### config.mk
export PLATFORM = sky130hd
export DESIGN_NAME = irq_route_svc
export DESIGN_NICKNAME = d
export VERILOG_FILES = /design/src/rtl/irq_route_pkg.sv /design/src/rtl/irq_pin_track.sv /design/src/rtl/irq_prio_pick.sv /design/src/rtl/irq_msg_stage.sv /design/src/rtl/irq_route_svc.sv
export SDC_FILE = /design/constraint.sdc
export NUM_CORES = 1
export LEC_CHECK = 0
export BUFFER_PORTS_ARGS = -buffer_cell sky130_fd_sc_hd__buf_2
export CAP_MARGIN = 10
export CORE_MARGIN = 4
export CORE_UTILIZATION = 52
export CTS_BUF_LIST = sky130_fd_sc_hd__clkbuf_4
export CTS_CLUSTER_DIAMETER = 150
export DETAILED_ROUTE_END_ITERATION = 8
export GPL_TIMING_DRIVEN = 0
export PLACE_DENSITY = 0.95
export SLEW_MARGIN = 20
export SYNTH_ARGS = -nofsm -noshare
export SYNTH_HDL_FRONTEND = slang
export SYNTH_HIERARCHICAL = 1
export SYNTH_SLANG_ARGS = --single-unit
### constraint.sdc
create_clock -name clk -period 4.7 [get_ports clk]
set_input_delay 0.47 -clock clk [delete_from_list [all_inputs] [get_ports clk]]
set_output_delay 0.47 -clock clk [all_outputs]
set_load 0.05 [all_outputs]
### src/rtl/irq_route_pkg.sv
package irq_route_pkg;
  parameter int VEC_W  = 8;
  parameter int DEST_W = 8;
  parameter int DLV_W  = 3;
  parameter int DLV_SH = 8;
  localparam int MSG_DLV_W = DLV_W + DLV_SH;

  // Field order is significant: it fixes the bit positions of an entry.
  typedef struct packed {
    logic [DEST_W-1:0] dest;
    logic              mask;
    logic              lvl;
    logic              pol;
    logic              dmode;
    logic [DLV_W-1:0]  dlv;
    logic [VEC_W-1:0]  vector;
  } entry_t;

  localparam int ENT_W = $bits(entry_t);

  typedef struct packed {
    logic [DEST_W-1:0]    dest;
    logic [VEC_W-1:0]     vector;
    logic                 dmode;
    logic                 trig;
    logic [MSG_DLV_W-1:0] dlv;
  } msg_t;
endpackage

### src/rtl/irq_pin_track.sv
module irq_pin_track
  import irq_route_pkg::*;
(
  input  logic   clk,
  input  logic   rst_n,
  input  logic   pin,
  input  entry_t ent,
  input  logic   recheck,
  input  logic   eoi_hit,
  input  logic   grant,
  output logic   elig,
  output logic   rirr
);
  logic pend, edge_req, arm;
  logic pend_d, rise, edge_req_d, arm_d, rirr_d, lvl_evt;

  always_comb begin
    pend_d     = pin ^ ent.pol;
    rise       = pend_d & ~pend;
    edge_req_d = ((edge_req & ~grant) | rise) & ~ent.mask & ~ent.lvl;
    if (!ent.lvl)     rirr_d = 1'b0;
    else if (grant)   rirr_d = 1'b1;
    else if (eoi_hit) rirr_d = 1'b0;
    else              rirr_d = rirr;
    lvl_evt = ((rise | recheck) & ~rirr) | eoi_hit;
    arm_d   = ((arm & ~grant) | lvl_evt) & ent.lvl & ~ent.mask & pend_d & ~rirr_d;
    if (ent.lvl) elig = arm & pend & ~rirr & ~ent.mask;
    else         elig = edge_req & ~ent.mask;
  end

  always_ff @(posedge clk) begin
    if (!rst_n) begin
      pend     <= 1'b0;
      edge_req <= 1'b0;
      arm      <= 1'b0;
      rirr     <= 1'b0;
    end else begin
      pend     <= pend_d;
      edge_req <= edge_req_d;
      arm      <= arm_d;
      rirr     <= rirr_d;
    end
  end
endmodule

### src/rtl/irq_prio_pick.sv
module irq_prio_pick #(
  parameter int NPINS = 8,
  localparam int IDX_W = (NPINS > 1) ? $clog2(NPINS) : 1
) (
  input  logic [NPINS-1:0] req,
  output logic [NPINS-1:0] onehot,
  output logic [IDX_W-1:0] idx,
  output logic             any
);
  always_comb begin
    onehot = req & (~req + NPINS'(1));
    any    = |req;
    idx    = '0;
    for (int i = NPINS - 1; i >= 0; i--)
      if (req[i]) idx = IDX_W'(i);
  end
endmodule

### src/rtl/irq_msg_stage.sv
module irq_msg_stage
  import irq_route_pkg::*;
(
  input  logic   clk,
  input  logic   rst_n,
  input  logic   load_any,
  input  entry_t sel_ent,
  input  logic   out_ready,
  output logic   can_load,
  output logic   out_valid,
  output msg_t   out_msg
);
  assign can_load = ~out_valid | out_ready;

  always_ff @(posedge clk) begin
    if (!rst_n) begin
      out_valid <= 1'b0;
      out_msg   <= '0;
    end else if (can_load) begin
      out_valid <= load_any;
      if (load_any) begin
        out_msg.dest   <= sel_ent.dest;
        out_msg.vector <= sel_ent.vector;
        out_msg.dmode  <= sel_ent.dmode;
        out_msg.trig   <= sel_ent.lvl;
        out_msg.dlv    <= {sel_ent.dlv, {DLV_SH{1'b0}}};
      end
    end
  end
endmodule

### src/rtl/irq_route_svc.sv
module irq_route_svc
  import irq_route_pkg::*;
#(
  parameter int NPINS = 8,
  localparam int IDX_W = (NPINS > 1) ? $clog2(NPINS) : 1
) (
  input  logic                           clk,
  input  logic                           rst_n,
  input  logic [NPINS-1:0]               pin_in,
  input  logic [NPINS-1:0][ENT_W-1:0]    tbl,
  input  logic [NPINS-1:0]               recheck,
  input  logic                           eoi_valid,
  input  logic [VEC_W-1:0]               eoi_vector,
  output logic                           msg_valid,
  input  logic                           msg_ready,
  output logic [DEST_W-1:0]              msg_dest,
  output logic [VEC_W-1:0]               msg_vector,
  output logic                           msg_dest_mode,
  output logic                           msg_trig,
  output logic [MSG_DLV_W-1:0]           msg_dlv
);
  logic [NPINS-1:0] elig, rirr, grant, pick_oh, mask_vec, lvl_vec;
  logic [IDX_W-1:0] pick_idx;
  logic             pick_any, can_load;
  entry_t           sel_ent;
  msg_t             out_msg;

  for (genvar g = 0; g < NPINS; g++) begin : g_pin
    entry_t ent;
    logic   hit;
    assign ent         = entry_t'(tbl[g]);
    assign hit         = eoi_valid & ent.lvl & (ent.vector == eoi_vector);
    assign mask_vec[g] = ent.mask;
    assign lvl_vec[g]  = ent.lvl;
    irq_pin_track u_trk (
      .clk     (clk),
      .rst_n   (rst_n),
      .pin     (pin_in[g]),
      .ent     (ent),
      .recheck (recheck[g]),
      .eoi_hit (hit),
      .grant   (grant[g]),
      .elig    (elig[g]),
      .rirr    (rirr[g])
    );
  end

  irq_prio_pick #(.NPINS(NPINS)) u_pick (
    .req    (elig),
    .onehot (pick_oh),
    .idx    (pick_idx),
    .any    (pick_any)
  );

  assign grant   = can_load ? pick_oh : '0;
  assign sel_ent = entry_t'(tbl[pick_idx]);

  irq_msg_stage u_out (
    .clk       (clk),
    .rst_n     (rst_n),
    .load_any  (pick_any),
    .sel_ent   (sel_ent),
    .out_ready (msg_ready),
    .can_load  (can_load),
    .out_valid (msg_valid),
    .out_msg   (out_msg)
  );

  assign msg_dest      = out_msg.dest;
  assign msg_vector    = out_msg.vector;
  assign msg_dest_mode = out_msg.dmode;
  assign msg_trig      = out_msg.trig;
  assign msg_dlv       = out_msg.dlv;
endmodule

==> metrics.txt, run 1 <==
post-layout min period 3.16 ns; cts repair resizes 0; sequential share of power 38.9%; # Post-CTS Setup Buffers 0; Hold Path Cell Cnt 2; Total Power 1280 uW; number of routed nets with antenna violations 0; cell count of the worst reg-to-reg path 10; crit-path max FO 10; WL per Instance 20.8 um; hold endpoint g_pin[6].u_trk/edge_req$_SDFF_PN0_; global-route usage over all layers 30.4%; final setup fails 0; RR Endpoint u_out/out_msg[11]$_SDFFE_PN0P_; vias in the first global route 4,998; critical path endpoint category flop; Worst Path Required 4.99 ns; FP Rows 34; FMAX 316 MHz; Initial Utilization 54.2%; drt pass-1 iters 5; Finished Cell Area 6140 um^2; Slew Viols, Final 0; placed cell area 6050 um^2; P_int 836 uW; Hold WC Path Type in2reg; die area 10,800 um^2; Final Cycle Share 67.3%; Clk network pwr share 21.1%; port bufs 224; CTS clk-pin slew, worst paths 0.17 ns; combinational share of power 40.0%; clock buffer count from CTS 5; first-pass GRT wire length 26,100 um; clk_lat worst skew 0.39 ns; CTS tree built; startpoint types flop; Final Skew 0.0101 ns; initial antenna violation count 1; r2r setup slk 1.54 ns; share of cells above drive strength 1 43.0%; Lkg Pwr 0.00260 uW; Routed WL 17,200 um; H-tree lvl count 2; Core Box Area 8810 um^2; placed wire-length estimate 14,500 um; Layout area overhead 28.6%; Die Y 104 um; pwr dens 208 nW/um^2; RSZ-0062 raised after global routing false; drt drc 0; synth warn 6; Synth Area per Inst 10.0 um^2; Max Cap Viol 0; Sink Count 54; Die Wd 104 um; Sw Share 34.5%; worst hold slack 0.272 ns; Least-Margin Pin Slew 0.674 ns; outcome complete, no violations; worst rel slew slack 55.1%; Fin Setup TNS 0 ns; Synth Instances 477; maximum vdd drop 0.000124 V; DR vias/cell 5.89; GR Overflow Total 0; # IOs 242; CTS Hold Bufs 0; kind of critical path reg2reg; root buffer cell clkbuf_4; Final nets 927; Detailed Route Iter0 Violations 394; Vias 4,859; pin count of the biggest net entering global routing 26; Post-Syn Area 4770 um^2; Min-Delay Startpoint tbl[152]; FILL cells 649; GP Congestion 0.920; Switch Pwr 440 uW; Final Hold Viols 0; reg2reg start g_pin[2].u_trk/rirr$_SDFF_PN0_; WP data arrival 3.46 ns; Crit. Startpoint g_pin[2].u_trk/rirr$_SDFF_PN0_; maximum clock path buffer count 2
==> critical path, cell delays in order (launching register included) <==
cell and delay (ns):
dfxtp_1 0.36, nand4b_1 0.11, a21oi_1 0.17, or4_4 0.59
a21oi_1 0.12, buf_2 0.30, clkbuf_1 0.56, mux4_2 0.44
mux2_2 0.28, nand2_1 0.07, mux2i_1 0.08
==> area by class of cell <==
class	instances	area, um^2	share of cell area, %
diodes	1	2.50	0.0408
plain buffers	38	262	4.26
clock buffers	5	37.5	0.612
clock inverters	3	42.5	0.693
inverters	18	67.6	1.10
multi-input cells	374	3390	55.2
flip-flops and latches	54	1080	17.6
well taps	108	135	2.20
repair buffers	224	1120	18.3
==> power groups by stage <==
stage,Combinational [uW],Clock (uW),Sequential (uW)
2_1_floorplan,272,0,552
3_3_place_gp,482,0,504
3_5_place_dp,500,0,507
4_1_cts,502,270,497
5_1_grt,540,291,499
6_report,510,270,497
==> registers in the layout (all words and copies together) (netlist names) <==
register,flops
u_out/out_valid,1
g_pin.u_trk/rirr,8
g_pin.u_trk/pend,8
g_pin.u_trk/arm,8
u_out/out_msg,21
g_pin.u_trk/edge_req,8
==> per-stage QoR <==
step | setup WS [ns] | instances | util (%)
floorplan | 2.06 | 484 | -
global placement | 1.35 | 816 | 68.8
detailed placement | 1.29 | 816 | 68.8
CTS | 1.62 | 824 | 69.7
global route | 1.43 | 825 | 69.7
finish | 1.54 | 825 | 69.7
==> placed cells by master (no fill, tap or decap), types with 9 or more instances in the layout <==
cell,n
nor2_1,21
mux4_1,29
xnor2_1,64
inv_1,18
nor2b_1,10
nand3_1,16
and2_1,18
clkbuf_1,13
nand2_1,43
buf_2,230
dfxtp_1,54
nor3_1,9
mux2_2,21
a21oi_1,25
mux4_2,13
mux2i_1,21
buf_4,9
==> per-layer routing <==
| metal | vias to the layer above | global-route usage, % | wire, um |
|---|---|---|---|
| li1 | 2198 | - | - |
| met1 | 2290 | 35.3 | 6380 |
| met2 | 328 | 54.9 | 8720 |
| met3 | 43 | 6.90 | 1580 |
| met4 | 0 | 10.5 | 502 |
| met5 | - | 0 | 0 |
==> how the worst max path moves through the flow <==
stage | depth (start not counted) | end
CTS | 10 | u_out/out_msg[11]$_SDFFE_PN0P_
finish | 10 | u_out/out_msg[11]$_SDFFE_PN0P_
detailed placement | 11 | u_out/out_msg[24]$_SDFFE_PN0P_
floorplan | 10 | u_out/out_msg[13]$_SDFFE_PN0P_
global route | 10 | u_out/out_msg[24]$_SDFFE_PN0P_
global placement | 11 | u_out/out_msg[11]$_SDFFE_PN0P_
Note: power is estimated with default switching activity, not from simulation.
==> run 2: changes to the inputs <==
CORE_UTILIZATION = 44   (was 52)
PLACE_DENSITY = 0.86   (was 0.95)
clock period = 2.8 ns   (was 4.7 ns; I/O delays follow)
==> run 2 against run 1 <==
Net effect:
- worst setup slack got worse by 1.5 ns
- via count decreased by 4.8%
- sequential power increased by 68%
- maximum frequency increased by 17%
- sequential cell count unchanged
- cell count increased by 4.5%
- sequential share of layout area decreased by 0.32 points
- critical path type unchanged
- highest routed layer is now met5
==> metrics.txt, run 2 (same netlist as run 1, synthesis figures left out) <==
drt drc 0 (unchanged); Final nets 933 (was 927); kind of critical path reg2reg (unchanged); global-route usage over all layers 24.5% (was 30.4%); commonest non-fill, non-tap cell in the layout buf_2 (unchanged); maximum vdd drop 0.000242 V (was 0.000124 V); GP Congestion 0.866 (was 0.920); CTS tree built (unchanged); placed cell area 6090 um^2 (was 6050 um^2); Least-Margin Pin Slew 0.700 ns (was 0.674 ns); Fin Setup TNS 0 ns (unchanged); vias in the first global route 4,809 (was 4,998); CP Cell Sequence nand4b_1, a21oi_2, nor2b_1, nor3_1, o21bai_1, buf_1, mux2_2, nand2_1, mux2i_1 (was nand4b_1, a21oi_1, or4_4, a21oi_1, buf_2, clkbuf_1, mux4_2, mux2_2, nand2_1, mux2i_1); Detailed Route Iter0 Violations 276 (was 394); worst rel slew slack 53.3% (was 55.1%); Die Wd 112 um (was 104 um); Layout area overhead 31.0% (was 28.6%); Finished Cell Area 6250 um^2 (was 6140 um^2); Max Cap Viol 0 (unchanged); reg2reg start g_pin[7].u_trk/rirr$_SDFF_PN0_ (was g_pin[2].u_trk/rirr$_SDFF_PN0_); final setup fails 0 (unchanged); Slowest-stage cell, CP buf_1 (was or4_4); pin count of the biggest net entering global routing 26 (unchanged); DR vias/cell 5.37 (was 5.89); first-pass GRT wire length 24,600 um (was 26,100 um); pre-CTS WS -0.436 ns (was 1.29 ns); initial antenna violation count 7 (was 1); most frequent cells in the layout buf_2 (227), xnor2_1 (64), dfxtp_1 (54), nand2_1 (43), mux4_1 (29) (was buf_2 (230), xnor2_1 (64), dfxtp_1 (54), nand2_1 (43), mux4_1 (29)); Worst Path Required 3.08 ns (was 4.99 ns); Final Hold Viols 0 (unchanged); max reg flops 21 (unchanged); root buffer cell clkbuf_4 (unchanged); Die Y 112 um (was 104 um); Vias 4,627 (was 4,859); slowest stage delay, CP 0.56 ns (was 0.59 ns); Routed WL 16,200 um (was 17,200 um); CTS clk-pin slew, worst paths 0.18 ns (was 0.17 ns); Final Cycle Share 96.9% (was 67.3%); placed wire-length estimate 13,500 um (was 14,500 um); Crit. Startpoint g_pin[7].u_trk/rirr$_SDFF_PN0_ (was g_pin[2].u_trk/rirr$_SDFF_PN0_); clk_lat worst skew 0.38 ns (was 0.39 ns); number of routed nets with antenna violations 0 (unchanged); largest register by flop count u_out/out_msg (unchanged); drt pass-1 iters 5 (unchanged); Final Util 59.7% (was 69.7%); post-layout min period 2.71 ns (was 3.16 ns); Sink Count 54 (unchanged); Hold WC Path Type in2reg (unchanged); GR Overflow Total 0 (unchanged); share of cells above drive strength 1 44.7% (was 43.0%); crit-path max FO 10 (unchanged); startpoint types flop (unchanged); Core Box Area 10,500 um^2 (was 8810 um^2); Min-Delay Startpoint tbl[14] (was tbl[152]); Worst Slack Setup Final 0.0879 ns (was 1.54 ns); H-tree lvl count 2 (unchanged); worst hold slack 0.0739 ns (was 0.272 ns); outcome complete, no violations (unchanged); FP Rows 37 (was 34); Initial Utilization 45.6% (was 54.2%); WP data arrival 2.99 ns (was 3.46 ns); WL per Instance 18.8 um (was 20.8 um); port bufs 224 (unchanged); FMAX 369 MHz (was 316 MHz); clock buffer count from CTS 5 (unchanged); critical path endpoint category flop (unchanged); Final Skew 0.0189 ns (was 0.0101 ns); maximum clock path buffer count 2 (unchanged); RSZ-0062 raised after global routing true (was false); Slew Viols, Final 0 (unchanged); Lkg Pwr 0.00263 uW (was 0.00260 uW); die area 12,600 um^2 (was 10,800 um^2); # IOs 242 (unchanged); pwr dens 332 nW/um^2 (was 208 nW/um^2)
[run 2: changes by cell type in the layout (fill, tap and decap cells not counted), moves of 2 or more]
cell / change
a21oi_2: +6
diode_2: +3
clkinv_4: +2
a21oi_1: -6
clkbuf_4: +2
buf_4: +8
buf_2: -3
[run 2: worst max-delay path: cells and delay by family, from the launching register on]
kind | cells | cell delay [ns]
buf+inv | 1 | 0.56
compound gates | 2 | 0.73
flops | 1 | 0.34
mux | 2 | 0.48
simple gates | 4 | 0.50
[run 2: path summary, 6_finish.rpt]
path	end	slack, ns	cells past startpoint
worst min register to register	u_out/out_msg[23]$_SDFFE_PN0P_	0.47	2
worst min-delay path	g_pin[0].u_trk/edge_req$_SDFF_PN0_	0.07	2
worst max-delay path	u_out/out_msg[16]$_SDFFE_PN0P_	0.09	9
worst max register to register	u_out/out_msg[16]$_SDFFE_PN0P_	0.09	9
[run 2: power breakdown]
group	internal (uW)	switching [uW]	total [uW]
clock network	108	282	390
registers	810	23.5	834
logic	412	436	848
[run 2: stage by stage]
step | instances | total power, uW
2_1_floorplan | 484 | 1380
3_3_place_gp | 844 | 1660
3_5_place_dp | 844 | 1680
4_1_cts | 852 | 2070
5_1_grt | 862 | 2180
6_report | 862 | 2070
[run 2: metal layers]
| layer | track usage, % | vias to the layer above | share of wire, % |
|---|---|---|---|
| li1 | - | 2211 | - |
| met3 | 6.20 | 19 | 8.5 |
| met5 | 0 | - | 0.21 |
| met1 | 29.0 | 2186 | 38 |
| met4 | 5.29 | 6 | 1.2 |
| met2 | 44.7 | 205 | 52 |
[run 2: cell type report]
cell class | count | area (um^2)
Fill cell | 952 | 4210
Inverter | 18 | 67.6
Clock inverter | 3 | 28.8
Buffer | 38 | 275
Sequential cell | 54 | 1080
Clock buffer | 5 | 37.5
Timing Repair Buffer | 230 | 1160
Multi-Input combinational cell | 374 | 3420
Antenna cell | 4 | 10.0
Tap cell | 136 | 170
[run 2: what timing repair did]
item,in CTS,in global routing
gates cloned,0,1
resized for setup,4,11
setup endpoints to repair,11,20
buffers inserted,0,5
hold buffers,0,0
==> run 3: changes to the inputs <==
CORE_UTILIZATION = 37   (was 44)
PLACE_DENSITY = 0.75   (was 0.86)
==> run 3 against run 2 <==
Net effect:
- cell count increased by 3.7%
- sequential power about the same
- via count about the same
- clock power up 23%
- routed wire length increased by 1.8%
- final area grew 1.1%
- count of clock-buffer cells in the layout did not move
- worst setup slack improved by 0.039 ns
- critical endpoint is now u_out/out_msg[22]$_SDFFE_PN0P_
==> metrics.txt, run 3 (same netlist as run 1, synthesis figures left out) <==
drt pass-1 iters 4 (was 5); Fin Setup TNS 0 ns (unchanged); Die Wd 122 um (was 112 um); cell count of the worst reg-to-reg path 10 (was 9); crit-path max FO 10 (unchanged); clk_lat worst skew 0.41 ns (was 0.38 ns); vias in the first global route 4,779 (was 4,809); pin count of the biggest net entering global routing 26 (unchanged); die area 14,800 um^2 (was 12,600 um^2); crit path buf inv count 2 (was 1); hold endpoint g_pin[0].u_trk/edge_req$_SDFF_PN0_ (unchanged); GP Congestion 0.873 (was 0.866); largest register by flop count u_out/out_msg (unchanged); Detailed Route Iter0 Violations 144 (was 276); first-pass GRT wire length 24,700 um (was 24,600 um); met3 usage 4.87% (was 6.20%); drt drc 0 (unchanged); Top Usage Layer GRT met2 (unchanged); CP top delay family multiplexers (was compound AO/OA/AOI/OAI gates); Final nets 931 (was 933); post-layout min period 2.67 ns (was 2.71 ns); CTS Hold Bufs 0 (unchanged); pwr dens 343 nW/um^2 (was 332 nW/um^2); WL per Instance 18.5 um (was 18.8 um); grt met1 use 25.6% (was 29.0%); DR vias/cell 5.17 (was 5.37); final setup fails 0 (unchanged); Max Cap Viol 0 (unchanged); Min-Delay Startpoint tbl[14] (unchanged); GR Overflow Total 0 (unchanged); port bufs 224 (unchanged); reg2reg start g_pin[7].u_trk/pend$_SDFF_PN0_ (was g_pin[7].u_trk/rirr$_SDFF_PN0_); kind of critical path reg2reg (unchanged); worst rel slew slack 59.3% (was 53.3%); FF/Latch Area 1080 um^2 (about the same); multi-input logic area 3400 um^2 (was 3420 um^2); maximum vdd drop 0.000175 V (was 0.000242 V); FMAX 374 MHz (was 369 MHz); RSZ-0062 raised after global routing true (unchanged); Sink Count 54 (unchanged); Lkg Pwr 0.00262 uW (was 0.00263 uW); Hold Path Cell Cnt 2 (unchanged); Final Skew 0.0151 ns (was 0.0189 ns); Total Power 2170 uW (was 2070 uW); worst hold slack 0.0512 ns (was 0.0739 ns); critical path endpoint category flop (unchanged); Die Y 122 um (was 112 um); H-tree lvl count 2 (unchanged); Hold WC Path Type in2reg (unchanged); Layout area overhead 32.4% (was 31.0%); max reg flops 21 (unchanged); placed wire-length estimate 13,700 um (was 13,500 um); Finished Layout Cells 894 (was 862); RR Endpoint u_out/out_msg[22]$_SDFFE_PN0P_ (was u_out/out_msg[16]$_SDFFE_PN0P_); Routed WL 16,500 um (was 16,200 um); Least-Margin Pin Slew 0.611 ns (was 0.700 ns); Vias 4,623 (was 4,627); Final Cycle Share 95.5% (was 96.9%); initial antenna violation count 4 (was 7); met2 Use GR 39.3% (was 44.7%); startpoint types flop (unchanged); slowest stage delay, CP 0.58 ns (was 0.56 ns); clock buffer count from CTS 5 (unchanged); CP Cell Sequence nand4b_1, a21oi_1, o21ai_0, a211oi_1, clkbuf_8, buf_6, mux4_1, mux2_2, nand2_1, mux2i_1 (was nand4b_1, a21oi_2, nor2b_1, nor3_1, o21bai_1, buf_1, mux2_2, nand2_1, mux2i_1); # IOs 242 (unchanged); commonest non-fill, non-tap cell in the layout buf_2 (unchanged); CTS clk-pin slew, worst paths 0.17 ns (was 0.18 ns); Worst Path Required 3.10 ns (was 3.08 ns); Final Hold Viols 0 (unchanged); maximum clock path buffer count 2 (unchanged); most frequent cells in the layout buf_2 (226), xnor2_1 (64), dfxtp_1 (53), nand2_1 (43), mux4_1 (26) (was buf_2 (227), xnor2_1 (64), dfxtp_1 (54), nand2_1 (43), mux4_1 (29)); global-route usage over all layers 21.8% (was 24.5%); outcome complete, no violations (unchanged); dpl cells 880 (was 844); r2r setup slk 0.13 ns (was 0.09 ns); Slowest-stage cell, CP mux4_1 (was buf_1); Slew Viols, Final 0 (unchanged); share of cells above drive strength 1 45.0% (was 44.7%); root buffer cell clkbuf_4 (unchanged); placed cell area 6130 um^2 (was 6090 um^2); Core Box Area 12,600 um^2 (was 10,500 um^2); Initial Utilization 37.8% (was 45.6%); Finished Cell Area 6320 um^2 (was 6250 um^2); number of routed nets with antenna violations 0 (unchanged); WP data arrival 2.98 ns (was 2.99 ns); FP Rows 41 (was 37); FILL cells 1,222 (was 952); CTS tree built (unchanged)
run 3: changes by cell type in the layout (fill, tap and decap cells not counted), sizes merged:
cell      delta
buf          -7
clkbuf       +5
clkinv       -2
diode        -2
bufinv       +1
clkinvlp     +1
run 3: area by class of cell:
cell class,instances,share of cell area (%)
clock inverter,3,0.773
inverter,18,1.07
sequential,54,17.1
clock buffer,5,0.594
antenna,2,0.0792
multi-input combinational,374,53.8
buffer,38,4.50
tap,172,3.41
timing repair buffer,228,18.6
run 3: timing repair:
item                                    CTS  global route
setup buffers                             0             4
gates resized for setup                   4            15
pin swaps                                 0             2
endpoints found under the setup margin   20            21
run 3: worst register-to-register path: cells and delay by family (launching register included):
family	cells	cell delay, ns
simple gates	2	0.17
compound gates	3	0.64
mux	3	0.93
flops	1	0.40
buf+inv	2	0.44
run 3: report_power, final:
part           switching [uW]  internal, uW
registers                23.6           810
logic                     438           416
clock network             284           194
run 3: stage by stage:
stage	setup slack (ns)	utilization, %
after global placement	-0.528	48.6
after floorplan	0.311	-
after global routing	-0.0107	50.0
final	0.127	50.0
after CTS	0.0182	49.4
after detailed placement	-0.526	48.6
run 3: worst max path at each step:
stage	start	to	slack (ns)	cells past startpoint
floorplan	g_pin[3].u_trk/rirr$_SDFF_PN0_	u_out/out_msg[13]$_SDFFE_PN0P_	0.31	10
global placement	tbl[82]	u_out/out_msg[11]$_SDFFE_PN0P_	-0.53	11
detailed placement	tbl[82]	u_out/out_msg[11]$_SDFFE_PN0P_	-0.53	11
CTS	g_pin[6].u_trk/rirr$_SDFF_PN0_	u_out/out_msg[19]$_SDFFE_PN0P_	0.02	10
global route	g_pin[1].u_trk/rirr$_SDFF_PN0_	u_out/out_msg[16]$_SDFFE_PN0P_	-0.01	10
finish	g_pin[7].u_trk/pend$_SDFF_PN0_	u_out/out_msg[22]$_SDFFE_PN0P_	0.13	10
run 3: metal layers:
| layer | up-vias | routed length (um) |
|---|---|---|
| met4 | 4 | 332 |
| met2 | 193 | 8180 |
| li1 | 2211 | - |
| met3 | 27 | 1260 |
| met1 | 2188 | 6710 |
| met5 | - | 14 |
